--- src/rtl/mbx_pkg.sv ---
package mbx_pkg;

    // Doorbell machine states
    typedef enum logic {
        DB_IDLE   = 1'b0,
        DB_RAISED = 1'b1
    } db_state_e;

    // Bit positions inside a control byte
    localparam int CB_PING = 0;
    localparam int CB_MASK = 1;

endpackage

--- src/rtl/mbx_wdec.sv ---
module mbx_wdec #(
    parameter int AW   = 5,
    parameter int NREG = 24
) (
    input  logic [AW-1:0]   addr,
    input  logic            we,
    output logic [NREG-1:0] sel
);

    always_comb begin
        for (int i = 0; i < NREG; i++) begin
            sel[i] = we && (addr == AW'(i));
        end
    end

endmodule

--- src/rtl/mbx_status_bank.sv ---
module mbx_status_bank #(
    parameter int N = 16
) (
    input  logic         clk,
    input  logic         rst_n,
    input  logic [N-1:0] set_i,
    input  logic [N-1:0] clr_i,
    output logic [N-1:0] stat_o
);

    for (genvar k = 0; k < N; k++) begin : g_bit
        always_ff @(posedge clk or negedge rst_n) begin
            if (!rst_n) begin
                stat_o[k] <= 1'b0;
            end else if (set_i[k]) begin
                stat_o[k] <= 1'b1;     // a set beats a same-cycle clear
            end else if (clr_i[k]) begin
                stat_o[k] <= 1'b0;
            end
        end
    end

endmodule

--- src/rtl/mbx_doorbell.sv ---
module mbx_doorbell
    import mbx_pkg::*;
(
    input  logic clk,
    input  logic rst_n,
    input  logic ping_i,
    input  logic ack_i,
    input  logic mask_i,
    output logic pend_o,
    output logic irq_o
);

    db_state_e state_q;
    db_state_e state_d;

    // State register
    always_ff @(posedge clk or negedge rst_n) begin
        if (!rst_n) begin
            state_q <= DB_IDLE;
        end else begin
            state_q <= state_d;
        end
    end

    // Next state: RING, ACK, HOLD
    always_comb begin
        state_d = state_q;
        unique case (state_q)
            DB_IDLE: begin
                if (ping_i) begin
                    state_d = DB_RAISED;
                end
            end
            DB_RAISED: begin
                if (ack_i && !ping_i) begin
                    state_d = DB_IDLE;
                end
            end
        endcase
    end

    // Outputs
    always_comb begin
        pend_o = (state_q == DB_RAISED);
        irq_o  = pend_o && !mask_i;
    end

endmodule

--- src/rtl/mbx_mailbox.sv ---
module mbx_mailbox
    import mbx_pkg::*;
#(
    parameter int DW = 8,
    parameter int AW = 5
) (
    input  logic          clk,
    input  logic          rst_n,
    input  logic [AW-1:0] h_addr,
    input  logic          h_we,
    input  logic [DW-1:0] h_wdata,
    output logic [DW-1:0] h_rdata,
    input  logic [AW-1:0] m_addr,
    input  logic          m_we,
    input  logic [DW-1:0] m_wdata,
    output logic [DW-1:0] m_rdata,
    output logic          host_irq,
    output logic          mgmt_irq
);

    localparam int NMSG  = 2 * DW;        // message bytes incl. attention byte
    localparam int NSTAT = NMSG;          // one status bit per message byte
    localparam int O_ST0 = NMSG;
    localparam int O_ST1 = NMSG + 1;
    localparam int O_MC  = NMSG + 2;      // management-side control
    localparam int O_HC  = NMSG + 3;      // host-side control
    localparam int O_EN  = NMSG + 4;      // first enable byte
    localparam int NEN   = 4;
    localparam int NREG  = O_EN + NEN;

    // Write strobes per port
    logic [NREG-1:0] h_sel;
    logic [NREG-1:0] m_sel;

    mbx_wdec #(.AW(AW), .NREG(NREG)) u_hdec (.addr(h_addr), .we(h_we), .sel(h_sel));
    mbx_wdec #(.AW(AW), .NREG(NREG)) u_mdec (.addr(m_addr), .we(m_we), .sel(m_sel));

    // Plain storage
    logic [DW-1:0] msg_q [NMSG];
    logic [DW-1:0] en_q  [NEN];
    logic [DW-2:1] mctl_q;
    logic [DW-2:1] hctl_q;

    always_ff @(posedge clk or negedge rst_n) begin
        if (!rst_n) begin
            for (int i = 0; i < NMSG; i++) begin
                msg_q[i] <= '0;
            end
            for (int i = 0; i < NEN; i++) begin
                en_q[i] <= '0;
            end
            mctl_q <= '0;
            hctl_q <= '0;
        end else begin
            for (int i = 0; i < NMSG; i++) begin
                if (m_sel[i]) begin
                    msg_q[i] <= m_wdata;
                end else if (h_sel[i]) begin
                    msg_q[i] <= h_wdata;
                end
            end
            for (int i = 0; i < NEN; i++) begin
                if (m_sel[O_EN+i]) begin
                    en_q[i] <= m_wdata;
                end else if (h_sel[O_EN+i]) begin
                    en_q[i] <= h_wdata;
                end
            end
            if (m_sel[O_MC]) begin
                mctl_q <= m_wdata[DW-2:1];
            end else if (h_sel[O_MC]) begin
                mctl_q <= h_wdata[DW-2:1];
            end
            if (m_sel[O_HC]) begin
                hctl_q <= m_wdata[DW-2:1];
            end else if (h_sel[O_HC]) begin
                hctl_q <= h_wdata[DW-2:1];
            end
        end
    end

    // Sticky status: set by management writes to message bytes, cleared by writing 1
    logic [NSTAT-1:0] stat_set;
    logic [NSTAT-1:0] stat_clr;
    logic [NSTAT-1:0] stat_q;

    always_comb begin
        stat_set = m_sel[NMSG-1:0];
        stat_clr[DW-1:0]     = (h_sel[O_ST0] ? h_wdata : '0) | (m_sel[O_ST0] ? m_wdata : '0);
        stat_clr[NSTAT-1:DW] = (h_sel[O_ST1] ? h_wdata : '0) | (m_sel[O_ST1] ? m_wdata : '0);
    end

    mbx_status_bank #(.N(NSTAT)) u_stat (
        .clk    (clk),
        .rst_n  (rst_n),
        .set_i  (stat_set),
        .clr_i  (stat_clr),
        .stat_o (stat_q)
    );

    // Doorbells: side 0 lives in the management control byte, side 1 in the host one
    logic [1:0] db_ping;
    logic [1:0] db_ack;
    logic [1:0] db_mask;
    logic [1:0] db_pend;
    logic [1:0] db_irq;

    assign db_mask[0] = hctl_q[CB_MASK];   // host masks the management doorbell
    assign db_mask[1] = mctl_q[CB_MASK];   // management masks the host doorbell

    for (genvar s = 0; s < 2; s++) begin : g_db
        localparam int OFF = O_MC + s;
        assign db_ping[s] = (h_sel[OFF] && h_wdata[CB_PING]) || (m_sel[OFF] && m_wdata[CB_PING]);
        assign db_ack[s]  = (h_sel[OFF] && h_wdata[DW-1])    || (m_sel[OFF] && m_wdata[DW-1]);

        mbx_doorbell u_db (
            .clk    (clk),
            .rst_n  (rst_n),
            .ping_i (db_ping[s]),
            .ack_i  (db_ack[s]),
            .mask_i (db_mask[s]),
            .pend_o (db_pend[s]),
            .irq_o  (db_irq[s])
        );
    end

    // Interrupts
    logic [NSTAT-1:0] hen;
    assign hen      = {en_q[3], en_q[2]};
    assign host_irq = (|(stat_q & hen)) || db_irq[0];
    assign mgmt_irq = db_irq[1];

    // Read view
    logic [DW-1:0] view [NREG];

    always_comb begin
        for (int i = 0; i < NMSG; i++) begin
            view[i] = msg_q[i];
        end
        view[O_ST0] = stat_q[DW-1:0];
        view[O_ST1] = stat_q[NSTAT-1:DW];
        view[O_MC]  = {db_pend[0], mctl_q, 1'b0};
        view[O_HC]  = {db_pend[1], hctl_q, 1'b0};
        for (int i = 0; i < NEN; i++) begin
            view[O_EN+i] = en_q[i];
        end
    end

    assign h_rdata = (int'(h_addr) < NREG) ? view[h_addr] : '0;
    assign m_rdata = (int'(m_addr) < NREG) ? view[m_addr] : '0;

endmodule

--- config.mk ---
export PLATFORM = sky130hd
export DESIGN_NAME = mbx_mailbox
export DESIGN_NICKNAME = d
export VERILOG_FILES = /design/src/rtl/mbx_pkg.sv /design/src/rtl/mbx_wdec.sv /design/src/rtl/mbx_status_bank.sv /design/src/rtl/mbx_doorbell.sv /design/src/rtl/mbx_mailbox.sv
export SDC_FILE = /design/constraint.sdc
export NUM_CORES = 1
export LEC_CHECK = 0
export ABC_CLOCK_PERIOD_IN_PS = 1770
export BUFFER_PORTS_ARGS = -buffer_cell sky130_fd_sc_hd__clkbuf_2
export CAP_MARGIN = 15
export CORE_MARGIN = 10
export CORE_UTILIZATION = 68
export CTS_CLUSTER_DIAMETER = 120
export DETAILED_ROUTE_END_ITERATION = 6
export PLACE_DENSITY = 0.93
export SLEW_MARGIN = 15
export SYNTH_ARGS = -nofsm -noshare
export SYNTH_HDL_FRONTEND = slang
export SYNTH_HIERARCHICAL = 1
export SYNTH_SLANG_ARGS = --single-unit
--- constraint.sdc ---
create_clock -name clk -period 1.77 [get_ports clk]
set_input_delay 0.0885 -clock clk [delete_from_list [all_inputs] [get_ports clk]]
set_output_delay 0.0885 -clock clk [all_outputs]
set_load 0.01 [all_outputs]
==> summary.md <==
| Metric | Value |
|---|---|
| Initial drt markers | `2,482` |
| Area of the mapped netlist | `12,500 um^2` |
| Syn Inst Count | `1,267` |
| Fin crit share | `1.27` |
| Cell Pwr Density | `1070 nW/um^2` |
| Crit Reg-Reg Endpoint | `msg_q[6]` |
| Xor/xnor share of the synthesized area | `0` |
| First-pass DRT Iterations | `7` |
| First-pass GRT wire length | `76,200 um` |
| Drt wl/cell | `32.2 um` |
| Final HPWL DP | `33,900 um` |
| Ys Warns | `6` |
| Fillers | `995` |
| Run status | `finished with violations` |
| Drt total wl | `51,800 um` |
| Core area | `18,000 um^2` |
| GRT Total Usage | `0.420` |
| # DRC | `30` |
| Largest family of logic cells by synthesized area | `multiplexers` |
| Pin count of the biggest net entering global routing | `49` |
| R2R Path Start | `msg_q[6]` |
| Hold path cells | `3` |
| Clock Skew | `0 ns` |
| Peak supply drop | `0.931 mV` |
| Compound-Gate Fraction of Synth Area | `0.136` |
| FF-to-FF setup slack | `0.43 ns` |
| Crit path kind | `flop to output pin` |
| EDFF count, synth | `0` |
| Synth cell count leaders | `mux2i_1, nand2_1, dfrtp_1, o21ai_0, clkbuf_1` |
| Synth Area in Simple Gates | `0.115` |
| WHS Endpoint | `msg_q[105]` |
| Avg Cell Area, Syn | `9.85 um^2` |
| Port Buffers | `47` |
| Starting Density | `0.693` |
| Via density | `7.77` |
| Max-cap violation count | `0` |
| Die H | `155 um` |
| Share of cells above drive strength 1 | `0.229` |
| Final net count | `1,396` |
| Pins Over Slew Limit | `0` |
| Die W | `155 um` |
| Post-route ant nets | `0` |
| Ant. Diodes | `0` |
| RSZ-0062 raised after global routing | `yes` |
| CP startpoint | `msg_q[55]` |
| Final worst-path setup slack | `-0.476 ns` |
| Worst Max-Slew Pin Slew | `0.776 ns` |
| Final hold violations | `0` |
| Vias in the first global route | `12.3k` |
| Crit Path Max Fanout | `3` |
| Area Growth Syn to Fin | `17.2%` |
| Post-synth top area share | `0.381` |
| Net switching power | `0.00610 W` |
| Reg2Reg Depth | `2` |
| Async S/R FF share, synth | `1.00` |
| Max clock buf depth | `2` |
| DP Area | `13,700 um^2` |
| Cts bufs inserted | `17` |
| H-tree depth | `4` |
| Clk slew on worst S/H paths | `0.08 ns` |
| Ys flop type | `dfrtp_1` |
| TritonCTS clock tree | `done` |
| Die ar. | `24,200 um^2` |
| Sw frac | `0.388` |
| Storage element area | `4770 um^2` |
| Mux cell area share after synthesis | `0.315` |
| Worst slack, placed | `0.0106 ns` |
| Clk pwr share | `0.258` |
| Clock latency on the worst-skew pair | `0.46 ns` |
| GRT Residual Overflow | `0` |
| Final count of negative-setup-slack endpoints | `17` |
| Slew HR | `0.477` |
| Sequential area share after synthesis | `0.381` |
| Area of the multi-input gates | `7240 um^2` |
| Count leader, synth | `mux2i_1` |
| Critical Path End Type | `output pin` |
| Worst path arrival time | `2.16 ns` |
| Failing checks | `DRC, setup timing` |
| F_max | `445 MHz` |
| Pleak | `5.84 nW` |
| P_int | `0.00960 W` |
| IO Pins | `48` |
| Part of the power in registers | `0.438` |
| Hold Path Class | `input pin to flop` |
| Finished layout cell area | `14,600 um^2` |
| RD Place Congestion | `1.09` |
| Clk sinks | `190` |
| Adder-cell share of the synthesized area | `0` |
| Root buffer cell | `clkbuf_16` |
| WP data required | `1.68 ns` |
| Hold path startpoint | `m_wdata[1]` |
| Finished Core Util | `0.812` |
| CP startpoint kind | `flop` |
| Yosys reg bits | `190` |
| Tmin final | `2.25 ns` |
| Routed via count | `12.5k` |
| Post-synth top area cell | `dfrtp_1` |
| Initial antenna violation count | `2` |
| Std-Cell Rows | `49` |
| Ranking of synthesized cells by area | `dfrtp_1, mux2i_1, o21ai_0, mux4_2, nand2_1` |
| Cell variety after synth | `40` |
| Post-synth net total | `1,297` |
| Combinational power share | `0.304` |
-- state kept, by name, indices dropped and copies added (netlist names) --
register,count
en_q,32
g_db.u_db/pend_o,2
u_stat/stat_o,16
hctl_q,6
msg_q,128
mctl_q,6
-- cell usage in the layout (no fill, tap or decap), types with 32 or more instances in the layout --
master    count
dfrtp_1     178
o21ai_0     172
mux2i_1     271
clkbuf_2     41
nand2_1     203
mux4_2       44
a22oi_1      32
buf_4       135
nor2_1       55
-- routing by layer --
layer,part of all wire,vias up,GRT usage
met1,0.33,5775,0.507
met2,0.40,1426,0.593
met4,0.095,2,0.276
met3,0.17,498,0.191
met5,0.00041,-,0
li1,-,4790,-
-- worst max path at each step --
| stage | slack [ns] | end |
|---|---|---|
| after floorplan | 0.21 | msg_q[120] |
| after global placement | 0.06 | m_rdata[1] |
| after detailed placement | 0.01 | h_rdata[2] |
| after CTS | -0.32 | h_rdata[5] |
| after global routing | -0.42 | m_rdata[7] |
| final | -0.48 | m_rdata[7] |
-- worst max-delay path, cell delays in order (launching register included) --
cell      delay, ns
dfrtp_1        0.52
mux4_2         0.59
mux2i_4        0.25
o211ai_1       0.15
buf_2          0.19
-- logic make-up after synthesis --
| kind of cell | Yosys count |
|---|---|
| compound gates | 277 |
| buf+inv | 139 |
| flops | 190 |
| mux | 333 |
| simple gates | 328 |
-- cell type report --
| class | instances | area share |
|---|---|---|
| Clock buffer | 17 | 0.0291 |
| Sequential cell | 190 | 0.326 |
| Clock inverter | 15 | 0.0128 |
| Tap cell | 229 | 0.0196 |
| Multi-Input combinational cell | 938 | 0.495 |
| Timing Repair Buffer | 201 | 0.113 |
| Inverter | 18 | 0.00462 |
-- power groups by stage --
stage          Clock, W  Combinational [W]  Sequential, W
4_1_cts         0.00399            0.00433        0.00667
3_5_place_dp          0            0.00396        0.00674
3_3_place_gp          0            0.00376        0.00667
5_1_grt         0.00418            0.00495        0.00690
6_report        0.00405            0.00477        0.00688
2_1_floorplan         0            0.00256        0.00613
-- per-stage QoR --
stage	power [W]	hold WS (ns)	setup TNS, ns	std cells
floorplan	0.00870	-0.207	0	1267
global placement	0.0104	0.0752	0	1553
detailed placement	0.0107	0.0821	0	1553
CTS	0.0150	0.0736	-4.05	1600
global route	0.0160	0.103	-5.26	1608
finish	0.0157	0.0949	-5.31	1608
-- what timing repair did --
| action | in CTS | in global routing |
|---|---|---|
| setup endpoints to repair | 17 | 17 |
| cloned | 0 | 0 |
| setup buffers | 15 | 8 |
| pin swaps | 4 | 4 |
| hold buffers | 1 | 0 |
| endpoints found under the hold margin | 123 | 0 |
| resized for setup | 33 | 22 |
Note: power is estimated with default switching activity, not from simulation.
